File: config.mk
export PLATFORM = sky130hd
export DESIGN_NAME = dma_halt_irq_ctl
export DESIGN_NICKNAME = d
export VERILOG_FILES = /design/src/rtl/dmaterm_pkg.sv /design/src/rtl/term_event_decode.sv /design/src/rtl/term_state.sv /design/src/rtl/term_irq_merge.sv /design/src/rtl/dma_halt_irq_ctl.sv
export SDC_FILE = /design/constraint.sdc
export NUM_CORES = 1
export LEC_CHECK = 0
export ABC_AREA = 1
export BUFFER_PORTS_ARGS = -buffer_cell sky130_fd_sc_hd__buf_2
export CAP_MARGIN = 20
export CORE_AREA = 2 2 39 41
export CTS_CLUSTER_SIZE = 16
export DETAILED_ROUTE_END_ITERATION = 6
export DIE_AREA = 0 0 41 43
export GPL_TIMING_DRIVEN = 0
export PLACE_DENSITY = 0.67
export SETUP_SLACK_MARGIN = 0.4
export SYNTH_ARGS = -nofsm -noshare
export SYNTH_HDL_FRONTEND = slang
export SYNTH_SLANG_ARGS = --single-unit
File: constraint.sdc
create_clock -name clk -period 0.8 [get_ports clk]
set_input_delay 0.24 -clock clk [delete_from_list [all_inputs] [get_ports clk]]
set_output_delay 0.24 -clock clk [all_outputs]
set_load 0.1 [all_outputs]
File: src/rtl/dmaterm_pkg.sv
package dmaterm_pkg;
    localparam int FLAG_W  = 5;
    localparam int FL_DONE = 0;
    localparam int FL_BSRC = 1;
    localparam int FL_BDST = 2;
    localparam int FL_CFG  = 3;
    localparam int FL_BRK  = 4;

    localparam int PAIR_N  = 3;
    localparam int PR_ERR  = 0;
    localparam int PR_NORM = 1;
    localparam int PR_BRK  = 2;

    localparam int CTL_W   = PAIR_N + 1;
    localparam int CTL_RUN = PAIR_N;

    typedef struct packed {
        logic              running;
        logic [PAIR_N-1:0] en;
        logic [FLAG_W-1:0] status;
    } term_state_t;

    // status bits that feed each interrupt pair
    function automatic logic [FLAG_W-1:0] pair_mask(input int p);
        logic [FLAG_W-1:0] m;
        m = '0;
        case (p)
            PR_ERR:  begin m[FL_BSRC] = 1'b1; m[FL_BDST] = 1'b1; m[FL_CFG] = 1'b1; end
            PR_NORM: m[FL_DONE] = 1'b1;
            PR_BRK:  m[FL_BRK]  = 1'b1;
            default: m = '0;
        endcase
        return m;
    endfunction
endpackage

File: src/rtl/term_event_decode.sv
module term_event_decode
    import dmaterm_pkg::*;
(
    input  logic              running,
    input  logic              ev_cnt_zero,
    input  logic              ev_periph_done,
    input  logic              ev_operand_active,
    input  logic              ev_berr_src,
    input  logic              ev_berr_dst,
    input  logic              ev_cfg_err,
    input  logic              ev_brkp,
    output logic [FLAG_W-1:0] set_mask,
    output logic              stop_req
);
    logic done_hit;

    always_comb begin
        done_hit = ev_cnt_zero | (ev_periph_done & ev_operand_active);
        set_mask = '0;
        stop_req = 1'b0;
        if (running) begin
            set_mask[FL_DONE] = done_hit;
            set_mask[FL_BSRC] = ev_berr_src;
            set_mask[FL_BDST] = ev_berr_dst;
            set_mask[FL_CFG]  = ev_cfg_err;
            set_mask[FL_BRK]  = ev_brkp;
            // a breakpoint is reported but does not halt the channel
            stop_req = done_hit | ev_berr_src | ev_berr_dst | ev_cfg_err;
        end
    end
endmodule

File: src/rtl/term_state.sv
module term_state
    import dmaterm_pkg::*;
(
    input  logic              clk,
    input  logic              rst_n,
    input  logic              wr_ctl_en,
    input  logic [CTL_W-1:0]  wr_ctl_data,
    input  logic              wr_clr_en,
    input  logic [FLAG_W-1:0] wr_clr_data,
    input  logic [FLAG_W-1:0] set_mask,
    input  logic              stop_req,
    output logic              running,
    output logic [PAIR_N-1:0] en,
    output logic [FLAG_W-1:0] status
);
    term_state_t st_d, st_q;
    logic [FLAG_W-1:0] clr_mask;

    always_comb begin
        st_d     = st_q;
        clr_mask = wr_clr_en ? wr_clr_data : '0;
        if (wr_ctl_en) begin
            st_d.en = wr_ctl_data[PAIR_N-1:0];
            if (!st_q.running)
                st_d.running = wr_ctl_data[CTL_RUN];
            else if (!wr_ctl_data[CTL_RUN])
                st_d.running = 1'b0;
        end
        // new events win over a clear in the same cycle
        st_d.status = (st_q.status & ~clr_mask) | set_mask;
        if (stop_req)
            st_d.running = 1'b0;
    end

    always_ff @(posedge clk) begin
        if (!rst_n) st_q <= '0;
        else        st_q <= st_d;
    end

    assign running = st_q.running;
    assign en      = st_q.en;
    assign status  = st_q.status;

    // a flag stays set unless its bit was cleared
    p_sticky_flags_r10: assert property (@(posedge clk) disable iff (!rst_n)
        1'b1 |=> ((status & ($past(status) & ~$past(clr_mask))) ==
                  ($past(status) & ~$past(clr_mask))))
        else $error("p_sticky_flags_r10");

    // a start write on a stopped channel starts it
    p_start_r2: assert property (@(posedge clk) disable iff (!rst_n)
        (!running && wr_ctl_en && wr_ctl_data[CTL_RUN]) |=> running)
        else $error("p_start_r2");
endmodule

File: src/rtl/term_irq_merge.sv
module term_irq_merge
    import dmaterm_pkg::*;
(
    input  logic              clk,
    input  logic              rst_n,
    input  logic [PAIR_N-1:0] en,
    input  logic [FLAG_W-1:0] status,
    output logic              irq
);
    logic [PAIR_N-1:0] pair_hit;

    for (genvar p = 0; p < PAIR_N; p++) begin : g_pair
        localparam logic [FLAG_W-1:0] MASK = pair_mask(p);
        assign pair_hit[p] = en[p] & (|(status & MASK));
    end

    assign irq = |pair_hit;

    // no request without an enable
    p_irq_needs_enable_r12: assert property (@(posedge clk) disable iff (!rst_n)
        irq |-> (en != '0))
        else $error("p_irq_needs_enable_r12");

    // no request without a status flag
    p_irq_needs_flag_r11: assert property (@(posedge clk) disable iff (!rst_n)
        irq |-> (status != '0))
        else $error("p_irq_needs_flag_r11");
endmodule

File: src/rtl/dma_halt_irq_ctl.sv
module dma_halt_irq_ctl
    import dmaterm_pkg::*;
(
    input  logic              clk,
    input  logic              rst_n,
    input  logic              wr_ctl_en,
    input  logic [3:0]        wr_ctl_data,
    input  logic              wr_clr_en,
    input  logic [4:0]        wr_clr_data,
    input  logic              ev_cnt_zero,
    input  logic              ev_periph_done,
    input  logic              ev_operand_active,
    input  logic              ev_berr_src,
    input  logic              ev_berr_dst,
    input  logic              ev_cfg_err,
    input  logic              ev_brkp,
    output logic              running_o,
    output logic [2:0]        enable_o,
    output logic [4:0]        status_o,
    output logic              irq_o
);
    logic [FLAG_W-1:0] set_mask;
    logic              stop_req;

    term_event_decode u_decode (
        .running          (running_o),
        .ev_cnt_zero      (ev_cnt_zero),
        .ev_periph_done   (ev_periph_done),
        .ev_operand_active(ev_operand_active),
        .ev_berr_src      (ev_berr_src),
        .ev_berr_dst      (ev_berr_dst),
        .ev_cfg_err       (ev_cfg_err),
        .ev_brkp          (ev_brkp),
        .set_mask         (set_mask),
        .stop_req         (stop_req)
    );

    term_state u_state (
        .clk        (clk),
        .rst_n      (rst_n),
        .wr_ctl_en  (wr_ctl_en),
        .wr_ctl_data(wr_ctl_data),
        .wr_clr_en  (wr_clr_en),
        .wr_clr_data(wr_clr_data),
        .set_mask   (set_mask),
        .stop_req   (stop_req),
        .running    (running_o),
        .en         (enable_o),
        .status     (status_o)
    );

    term_irq_merge u_irq (
        .clk   (clk),
        .rst_n (rst_n),
        .en    (enable_o),
        .status(status_o),
        .irq   (irq_o)
    );

    // counter exhaustion halts and records done
    p_cnt_zero_stop_r3: assert property (@(posedge clk) disable iff (!rst_n)
        (running_o && ev_cnt_zero) |=> (!running_o && status_o[FL_DONE]))
        else $error("p_cnt_zero_stop_r3");

    // a software stop halts the channel
    p_sw_stop_r5: assert property (@(posedge clk) disable iff (!rst_n)
        (running_o && wr_ctl_en && !wr_ctl_data[CTL_RUN]) |=> !running_o)
        else $error("p_sw_stop_r5");

    // a source bus error halts, even against a start write
    p_berr_src_stop_r6: assert property (@(posedge clk) disable iff (!rst_n)
        (running_o && ev_berr_src) |=> (!running_o && status_o[FL_BSRC]))
        else $error("p_berr_src_stop_r6");

    // a lone breakpoint keeps the channel running
    p_brk_keeps_run_r8: assert property (@(posedge clk) disable iff (!rst_n)
        (running_o && ev_brkp && !ev_cnt_zero && !(ev_periph_done && ev_operand_active)
         && !ev_berr_src && !ev_berr_dst && !ev_cfg_err
         && !(wr_ctl_en && !wr_ctl_data[CTL_RUN])) |=> running_o)
        else $error("p_brk_keeps_run_r8");

    // a stopped channel gains no flags
    p_stopped_quiet_r9: assert property (@(posedge clk) disable iff (!rst_n)
        (!running_o && !wr_clr_en) |=> (status_o == $past(status_o)))
        else $error("p_stopped_quiet_r9");
endmodule

* Word level (Yosys, flattened, before mapping)
Cells that the tools add are included.
** Operators by class
- Mux-type cells :: 5
- Bitwise gates (word level) :: 12
- Reductions and logical operators :: 3
** Operators with widths (count)
- $mux 5 :: 2
- $reduce_or 3->1 :: 2
- $and 5x5->5 :: 1
- $not 5->5 :: 1
- $or 5x5->5 :: 1
- $and 1x1->1 :: 4
- $or 1x1->1 :: 4
- $mux 1 :: 3
- $reduce_or 2->1 :: 1
- $not 1->1 :: 1
** Storage, ports and cells
- Input port bits :: 20
- Word-level logic and storage cells :: 23
- Register bits :: 9

* Logic depth before layout (Yosys ltp)
Gate-level depths: netlist of run 1.
- Depth after elaboration :: 7
- Depth in mapped cells :: 5
- Depth with buffers taken out :: 5

* Modules after synthesis
A second synthesis of run 1 with hierarchy kept.
** Second synthesis, totals
- Cells, all modules :: 72
- Area total of the unflattened synthesis :: 431.7 sq um
** Modules (own cells, without submodules)
- term_state :: area an instance 330.3 sq um, cells an instance 45, times used 1
- term_event_decode :: area an instance 67.6 sq um, cells an instance 18, times used 1
- term_irq_merge :: area an instance 33.8 sq um, cells an instance 9, times used 1

* Worst setup path after synthesis of run 1
No wires, ideal clock.
- Path kind :: register -> output
- Start :: register u_state.st_q, in the netlist u_state.status[2]
- End :: output port irq_o
- Data required time :: 560 ps
- Arrival time :: 1909 ps
- Stages on the path, launching flop included :: 5
- Setup slack :: -1349 ps
- Cells stage by stage :: dfxtp_1 > nor2_1 > nand2_1 > nand2_1 > nand3_1
** Between the ends
- Longest elaborated chain between the ends :: 3
** Ends and longest elaborated chain
- start, declared :: RTL line term_state.sv:16 : term_state_t st_d, st_q;
- start signal, assigned :: RTL line term_state.sv:37 : else st_q <= st_d;
- $reduce_or 3->1 :: RTL line term_irq_merge.sv:14 : assign pair_hit[p] = en[p] & (|(status & MASK));
- $and 1x1->1 :: RTL line term_irq_merge.sv:14
- $reduce_or 3->1 :: RTL line term_irq_merge.sv:17 : assign irq = |pair_hit;
- end, declared :: RTL line dma_halt_irq_ctl.sv:20 : output logic irq_o
Every way passes these cells.

* Worst setup path in the final report of run 1
- Start :: register u_state.st_q, in the netlist u_state.status[1]
- End :: output port irq_o
Same word-level chain as after synthesis.

==> reports/metrics.csv, run 1 <==
stage,metric,value,unit
run_status,status,finished with violations,
run_status,violations,negative setup slack,
finish,drive_gt1_share,72.9,%
floorplanning,num_rows,14,
clock_tree,root_buffer,clkbuf_4,
synthesis,ys_seq_area_share,45.7,%
power_and_ir_drop,swShare,38.0,%
global_route,overflow,0,
place,hpwl,804,um
global_route,antenna_found_initial,0,
setup_path,endpoint_kind,primary output,
power_and_ir_drop,power_frac_comb,37.4,%
finish,final_cells,112,
place,port_buffers,29,
synthesis,syn_avg_cell_area,6.68,sq um
sta,worstMarginPinSlew,0.177,ns
place,place_congestion,0.683,
clock_tree,numCtsBuffers,3,
clock_tree,ctsHoldBuffers,0,
setup_path,start_kind,flop,
global_route,grt_start_max_net_pins,7,
drt,routed-wl-met3,53,um
synthesis,synth_cell_types,11,
sta,setup_slack,-0.528,ns
drt,firstDrtPassIters,4,
floorplanning,core,1380,sq um
drt,top_layer,met4,
setup_path,timing_worst_setup_path_type,reg2out,
hold_path,hold_path_startpoint,wr_ctl_data[1],
sta,fin_skew,0.00921,ns
synthesis,syn_inst,59,
sta,max_freq,753,MHz
drt,via_per_inst,4.49,
sta,maxSlewViolCount,0,
drt,wl_per_cell,12.1,um
clock_tree,cts_max_level,1,
drt,wl_met1,482,um
finish,layout.nets,117,
sta,fin_crit_sh,166,%
setup_path,rr_startpoint,u_state.running,
drt,first_iter_violations,6,
floorplanning,io-pin-count,30,
power_and_ir_drop,seq_power_share,35.8,%
drt,dr_wl_met2,783,um
drt,ant_nets,0,
finish,n_antenna_cell,0,
place,place_ws,-0.407,ns
drt,drc,0,
global_route,grtUsageTotal,15.4,%
power_and_ir_drop,ir_drop,0.939,mV
finish,syn_to_final_growth,136,%
synthesis,ys_warn_count,0,
floorplanning,die_w,41,um
synthesis,synthesis.nets,79,
synthesis,synth.largest_area_cell,dfxtp_1,
drt,num_vias,503,
hold_path,hold_path_class,in2reg,
sta,rsz0062_at_grt,yes,
power_and_ir_drop,clockPowerShare,26.8,%
synthesis,netlist.area_leader.share,45.7,%
finish,final_util,67.1,%
power_and_ir_drop,cellPowerDensity,1470,nW/um^2
power_and_ir_drop,switchingPower,0.000518,W
setup_path,crit_path_start,u_state.status[1],
power_and_ir_drop,intPower,0.000846,W
global_route,grt_pass1_wl,1790,um
finish,num-fill-cells,109,
setup_path,path_max_fanout,2,
job,maxCapViolCount,0,
sta,fin_crit,1.33,ns
sta,holdWs,0.200,ns
clock_tree,path_clk_slew,0.07,ns
sta,final-hold-violation-count,0,
clock_tree,clock-sinks,9,
power_and_ir_drop,p_leak,0.437,nW
floorplanning,initial_core_util,28.5,%
floorplanning,die_y,43,um
synthesis,yosys-top-cells-area,"dfxtp_1 (46%), nand2_1 (23%), nor2_1 (7.6%)",
clock_tree,insertion_delay,0.27,ns
place,dp.cells,104,
clock_tree,clock_path_buffers,2,
global_route,grt_pass1_vias,420,
drt,wl,1360,um
synthesis,netlist_area,394,sq um
setup_path,cp.required,0.56,ns
floorplanning,design.die.area,1760,sq um
setup_path,worstPathArrival,1.09,ns
synthesis,synth_seq_cells,9,
sta,finalSetupViolations,16,
clock_tree,cts_tree,done,
sta,relSlewSlack,88.2,%
==> critical path: stages, from the launching register on <==
cell     delay (ns)
dfxtp_4        0.35
nor2_4         0.10
nand2_2        0.05
nand2_2        0.08
nand3_4        0.07
buf_12         0.17
==> placed cells by master, fill, tap and decap left out, drive strengths merged <==
cell and n:
buf 34, nand2 24, dfxtp 9, nor2 8, a21oi 6, inv 5, o21ai 4, clkbuf 3
nand3 2, clkinv 1
==> cells by family (layout without fill, tap and decap cells) <==
kind of cell           Yosys count  in the layout  share of synthesized area [%]
and+or+nand+nor                 34             34                           33.0
AOI/OAI and AO/OA               10             10                           13.6
buffers and inverters            6             43                           7.62
DFF                              9              9                           45.7
==> stage by stage <==
step	area [sq um]	setup TNS, ns	total power, W
final	928	-3.61	0.00136
after global placement	611	-2.04	0.000825
after CTS	871	-3.45	0.00133
after global routing	928	-3.94	0.00141
after detailed placement	611	-2.07	0.000829
after floorplan	445	-1.11	0.000738
==> worst paths after layout <==
check | to | slack (ns) | cells past startpoint
worst min-delay path | u_state.en[1] | 0.20 | 3
worst max register to register | u_state.running | -0.17 | 5
worst max-delay path | irq_o | -0.53 | 5
worst min register to register | u_state.en[0] | 0.51 | 2
==> registers in the layout (all words and copies together), names as in the netlist <==
register,cells
u_state.status,5
u_state.running,1
u_state.en,3
==> synthesized netlist by cell type <==
cell type  instances
dfxtp_1            9
a21oi_1            5
inv_2              2
nand2_1           24
nand3_1            2
nor2_1             8
o21ai_1            1
o21ai_0            3
a21oi_2            1
inv_1              3
buf_6              1
==> timing repair <==
item                                    in CTS  in global routing
gates resized for setup                     52                 15
endpoints found under the setup margin      19                 19
buffers inserted                             4                  0
pin swaps                                    2                  5
hold endpoints to repair                     0                  0
==> metal layers <==
layer / up-vias / track usage, %
met5: - / 0
met4: 0 / 10.0
met3: 4 / 1.57
met2: 19 / 25.9
met1: 221 / 16.8
li1: 259 / -
==> final cells by class <==
| class | instances | area [sq um] | share of cell area, % |
|---|---|---|---|
| Clock buffer | 3 | 22.5 | 2.43 |
| Timing Repair Buffer | 33 | 345 | 37.2 |
| Sequential cell | 9 | 214 | 23.0 |
| Multi-Input combinational cell | 44 | 288 | 31.0 |
| Tap cell | 16 | 20.0 | 2.16 |
| Inverter | 5 | 18.8 | 2.02 |
| Buffer | 1 | 15.0 | 1.62 |
| Clock inverter | 1 | 5.00 | 0.539 |
==> power groups by stage <==
stage / logic [W] / registers, W / clock network (W)
after floorplan: 0.0000895 / 0.000649 / 0
after global placement: 0.000342 / 0.000483 / 0
after detailed placement: 0.000345 / 0.000484 / 0
after CTS: 0.000473 / 0.000485 / 0.000369
after global routing: 0.000537 / 0.000491 / 0.000387
final: 0.000510 / 0.000488 / 0.000366
No activity file was read; power rests on OpenSTA's default activity.
==> run 2: changes to the inputs <==
--- a/config.mk
+++ b/config.mk
@@ -14,5 +14,5 @@
 export DIE_AREA = 0 0 41 43
 export GPL_TIMING_DRIVEN = 0
-export PLACE_DENSITY = 0.67
+export PLACE_DENSITY = 0.64
 export SETUP_SLACK_MARGIN = 0.4
 export SYNTH_ARGS = -nofsm -noshare
==> constraint.sdc (replaced) <==
create_clock -name clk -period 1.51 [get_ports clk]
set_input_delay 0.0755 -clock clk [delete_from_list [all_inputs] [get_ports clk]]
set_output_delay 0.0755 -clock clk [all_outputs]
set_load 0.1 [all_outputs]
==> run 2 against run 1 <==
  * The run now ends clean
  * Sequential share of layout area up 8.8 points
  * Via count shrank 8.7%
  * Utilization is 19 points lower
  * Non-clock buffer count shrank 4
  * Clock power is 48% lower
  * Worst setup slack gained 0.89 ns
  * Critical path depth stayed put
  * Final cell count fell by 3.6%
  * Largest cell class is now flip-flops and latches
  * Highest routed layer unchanged
==> reports/metrics.csv, run 2 (same netlist as run 1, synthesis figures left out) <==
stage,metric,value,unit,change
clock_tree,clock-sinks,9,,unchanged
sta,fin_skew,0.00602,ns,-0.00319 ns
sta,worstMarginPinSlew,0.485,ns,+0.309 ns
job,maxCapViolCount,0,,unchanged
finish,num-fill-cells,155,,+42%
finish,largest_register_ffs,5,,unchanged
clock_tree,clock_path_buffers,2,,unchanged
global_route,overflow,0,,unchanged
clock_tree,cts_setup_buffers,0,,-4
sta,max_freq,869,MHz,
drt,wl,1010,um,-25%
clock_tree,root_buffer,clkbuf_4,,
global_route,grt_pass1_vias,404,,-3.8%
finish,final_cell_mix,"nand2_1 (23), buf_2 (20), dfxtp_4 (9)",,
place,port_buffers,29,,unchanged
drt,firstDrtPassIters,2,,-2
sta,finalSetupViolations,0,,-16
sta,fin_crit,1.15,ns,
sta,setup_slack,0.359,ns,+0.886 ns
drt,via_per_inst,4.25,,-5.4%
run_status,status,finished clean,,
floorplanning,core,1380,sq um,unchanged
power_and_ir_drop,p_leak,0.341,nW,-22%
floorplanning,io-pin-count,30,,unchanged
global_route,grtUsageTotal,13.2,%,-2.2 points
drt,num_vias,459,,-8.7%
global_route,grt_start_max_net_pins,9,,+2
place,place_ws,0.451,ns,+0.858 ns
finish,mostFrequentLayoutCell,nand2_1,,
finish,drive_gt1_share,52.2,%,-21 points
finish,syn_to_final_growth,70.5,%,
drt,drc,0,,unchanged
clock_tree,numCtsBuffers,3,,unchanged
clock_tree,path_clk_slew,0.06,ns,about the same
sta,relSlewSlack,67.9,%,-20 points
setup_path,path_max_fanout,3,,+1
finish,n_antenna_cell,0,,unchanged
sta,tns,0,ns,+3.61 ns
clock_tree,cts_max_level,1,,unchanged
setup_path,start_kind,flop,,
floorplanning,num_rows,14,,unchanged
sta,final-hold-violation-count,0,,unchanged
sta,holdWs,0.0267,ns,-0.173 ns
power_and_ir_drop,ir_drop,0.293,mV,-69%
clock_tree,insertion_delay,0.27,ns,about the same
clock_tree,ctsHoldBuffers,0,,unchanged
setup_path,cp.required,1.43,ns,+0.87 ns
sta,maxSlewViolCount,0,,unchanged
setup_path,endpoint_kind,primary output,,
power_and_ir_drop,cellPowerDensity,941,nW/um^2,-36%
global_route,antenna_found_initial,0,,unchanged
floorplanning,initial_core_util,28.5,%,unchanged
place,hpwl,799,um,-0.60%
setup_path,worstPathArrival,1.08,ns,about the same
drt,wl_per_cell,9.38,um,-23%
clock_tree,cts_tree,done,,
floorplanning,die_w,41,um,unchanged
hold_path,hold_path_class,in2reg,,
sta,rsz0062_at_grt,yes,,
floorplanning,design.die.area,1760,sq um,unchanged
drt,ant_nets,0,,unchanged
setup_path,timing_worst_setup_path_type,reg2out,,
global_route,grt_pass1_wl,1480,um,-18%
place,place_congestion,0.762,,+12%
drt,first_iter_violations,1,,-5
finish,layout.nets,113,,-3.4%
sta,fin_crit_sh,76.2,%,
floorplanning,die_y,43,um,unchanged
[run 2: what timing repair did]
| action | 4_1_cts | 5_1_grt |
|---|---|---|
| pin swaps | 0 | 0 |
| endpoints found under the setup margin | 7 | 4 |
| gates resized for setup | 12 | 2 |
[run 2: layer usage]
metal	up-vias	share of wire, %	global-route usage (%)
met3	5	9.1	3.66
met2	20	43	19.4
li1	249	-	-
met5	-	0	0
met1	185	43	13.3
met4	0	4.9	14.0
[run 2: cell type report]
| type | count | area [sq um] | share of cell area (%) |
|---|---|---|---|
| sequential | 9 | 214 | 31.8 |
| inverter | 5 | 18.8 | 2.79 |
| clock buffer | 4 | 26.3 | 3.91 |
| multi-input combinational | 44 | 201 | 30.0 |
| buffer | 1 | 11.3 | 1.68 |
| tap | 16 | 20.0 | 2.98 |
| timing repair buffer | 29 | 180 | 26.8 |
[run 2: critical path, stage by stage, from the launching register on]
cell and delay [ns]:
dfxtp_4 0.34, nor2_2 0.10, nand2_1 0.07, nand2_2 0.07, nand3_4 0.07, buf_12 0.17
[run 2: path summary, 6_finish.rpt]
kind / start / endpoint / slack, ns / cells after the start
worst min register to register: u_state.status[3] / u_state.status[3] / 0.49 / 2
worst max register to register: u_state.running / u_state.running / 0.72 / 4
worst max-delay path: u_state.status[2] / irq_o / 0.36 / 5
worst min-delay path: wr_ctl_data[1] / u_state.en[1] / 0.03 / 3
[run 2: report_power, final]
group / switching [W] / internal [W] / leakage, nW
combinational: 0.000137 / 0.0000547 / 0.246
clock: 0.0000866 / 0.000102 / 0.0150
sequential: 0.00000908 / 0.000242 / 0.0801
[run 2: per-stage QoR]
stage	utilization [%]	power (W)	std cells	area, sq um
floorplan	-	0.000389	59	440
global placement	43.8	0.000435	104	606
detailed placement	43.8	0.000436	104	606
CTS	48.2	0.000642	108	667
global route	48.6	0.000668	108	672
finish	48.6	0.000632	108	672
==> run 3: changes to the inputs <==
Clock period 1.51 ns to 1.1 ns, I/O delays scaled along.
==> run 3 against run 2 <==
  * The run now ends with negative setup slack left
  * Via count up 9.4%
  * Non-clock buffer count up 5
  * Sequential power is 41% higher
  * Die area unchanged
  * Clock power rose by 36%
  * Global-route usage is 3.4 points higher
  * Clock skew down 0.0052 ns
  * Critical endpoint unchanged
==> reports/metrics.csv, run 3 (same netlist as run 1, synthesis figures left out) <==
stage,metric,value,unit,change
setup_path,crit_path_max_incr_delay,0.34,ns,about the same
place,place_area,611,sq um,+0.83%
finish,final-seq-area,214,sq um,unchanged
sta,fin_crit_sh,101,%,
clock_tree,path_clk_slew,0.06,ns,about the same
sta,maxSlewViolCount,0,,unchanged
setup_path,crit_chain,"nor2_2, nand2_1, nand2_2, nand3_4, buf_12",,
floorplanning,die_w,41,um,unchanged
global_route,grt_pass1_wl,1960,um,+33%
sta,max_freq,897,MHz,
finish,design_area,892,sq um,+33%
power_and_ir_drop,p_total,0.000965,W,+53%
sta,finalSetupViolations,1,,+1
setup_path,critPathBufInv,1,,unchanged
drt,drc,0,,unchanged
setup_path,rr_startpoint,u_state.running,,
place,port_buffers,29,,unchanged
drt,wl,1290,um,+28%
clock_tree,clock-sinks,9,,unchanged
drt,via_per_inst,4.44,,+4.5%
power_and_ir_drop,cellPowerDensity,1080,nW/um^2,+15%
sta,fin_crit,1.11,ns,
finish,largest_register_ffs,5,,unchanged
sta,relSlewSlack,89.7,%,+22 points
sta,setup_slack,-0.0142,ns,-0.373 ns
power_and_ir_drop,p_leak,0.432,nW,+27%
drt,ant_nets,0,,unchanged
sta,worstMarginPinSlew,0.153,ns,-0.333 ns
setup_path,cp.required,1.04,ns,-0.39 ns
sta,rsz0062_at_grt,yes,,
sta,final-hold-violation-count,0,,unchanged
global_route,grt_start_max_net_pins,9,,unchanged
clock_tree,ctsHoldBuffers,0,,unchanged
finish,multi_input_area,254,sq um,+26%
finish,layout.nets,118,,+4.4%
hold_path,hold_path_class,in2reg,,
finish,final_cell_mix,"buf_2 (19), nand2_1 (16), buf_12 (10)",,
setup_path,crit_family,flip-flops,,
finish,num-fill-cells,118,,-24%
drt,wl_per_cell,11.5,um,+22%
sta,tns,-0.0142,ns,-0.0142 ns
finish,mostFrequentLayoutCell,buf_2,,
setup_path,path_max_fanout,2,,-1
global_route,grtUsageTotal,16.6,%,+3.4 points
drt,num_vias,502,,+9.4%
setup_path,worstPathArrival,1.06,ns,-0.02 ns
setup_path,timing_worst_setup_path_type,reg2out,,
setup_path,crit_path_start,u_state.status[2],,
global_route,overflow,0,,unchanged
setup_path,start_kind,flop,,
clock_tree,numCtsBuffers,3,,unchanged
sta,fin_skew,0.000771,ns,-0.00525 ns
drt,firstDrtPassIters,4,,+2
finish,drive_gt1_share,66.0,%,+14 points
hold_path,hold_path_startpoint,wr_ctl_data[2],,
floorplanning,initial_core_util,28.5,%,unchanged
finish,syn_to_final_growth,126,%,
job,maxCapViolCount,0,,unchanged
global_route,antenna_found_initial,0,,unchanged
place,place_ws,0.0862,ns,-0.365 ns
clock_tree,cts_max_level,1,,unchanged
setup_path,endpoint_kind,primary output,,
drt,first_iter_violations,4,,+3
clock_tree,clock_path_buffers,2,,unchanged
run_status,status,finished with violations,,
global_route,grt_pass1_vias,459,,+14%
floorplanning,core,1380,sq um,unchanged
power_and_ir_drop,ir_drop,0.554,mV,+89%
place,place_congestion,0.669,,-12%
floorplanning,io-pin-count,30,,unchanged
place,hpwl,804,um,+0.64%
clock_tree,root_buffer,clkbuf_4,,
clock_tree,insertion_delay,0.26,ns,about the same
run_status,violations,negative setup slack,,
finish,n_antenna_cell,0,,unchanged
floorplanning,die_y,43,um,unchanged
finish,final_util,64.5,%,+16 points
setup_path,crit_slowest_cell,dfxtp_4,,
floorplanning,num_rows,14,,unchanged
floorplanning,design.die.area,1760,sq um,unchanged
clock_tree,cts_tree,done,,
## run 3: cell types whose count changed in the layout (fill, tap and decap cells not counted), sizes merged
cell    previous run  this run
buf               28        35
clkbuf             6         4
## run 3: path summary, 6_finish.rpt
path / to / cells after the start / slack [ns]
worst min register to register: u_state.status[4] / 2 / 0.51
worst max-delay path: irq_o / 5 / -0.01
worst min-delay path: u_state.en[2] / 3 / 0.01
worst max register to register: u_state.running / 4 / 0.27
## run 3: metrics by stage
stage	hold WS, ns	instances
finish	0.0118	113
global placement	0.275	104
global route	0.0379	113
detailed placement	0.285	104
floorplan	0.181	59
CTS	0.0106	110
## run 3: worst reg2reg max path, delay by kind of cell, from the launching register on
kind | cells | cell delay (ns)
flip-flops | 1 | 0.36
AND/OR/NAND/NOR | 2 | 0.16
buffers and inverters | 1 | 0.14
AO/OA/AOI/OAI | 1 | 0.11
## run 3: cell type report
cell class	count	area share [%]
buffer	1	1.68
clock buffer	4	2.95
inverter	5	2.10
multi-input combinational	44	28.5
sequential	9	24.0
tap	16	2.24
timing repair buffer	34	38.6
## run 3: what timing repair did
action | CTS | global route
buffers inserted | 2 | 3
gates resized for setup | 48 | 11
pin swaps | 6 | 5
cloned | 0 | 0
endpoints found under the setup margin | 14 | 17
## run 3: layer usage
metal | vias up | share of wire [%] | track usage, %
li1 | 262 | - | -
met1 | 215 | 39 | 20.8
met2 | 23 | 53 | 24.7
met3 | 2 | 7.3 | 6.81
met4 | 0 | 0.70 | 6.00
met5 | - | 0 | 0
## run 3: power by group
| part | internal, W | leakage, nW | switching, W |
|---|---|---|---|
| sequential | 0.000333 | 0.0801 | 0.0000207 |
| clock | 0.000140 | 0.0150 | 0.000118 |
| combinational | 0.000141 | 0.337 | 0.000213 |
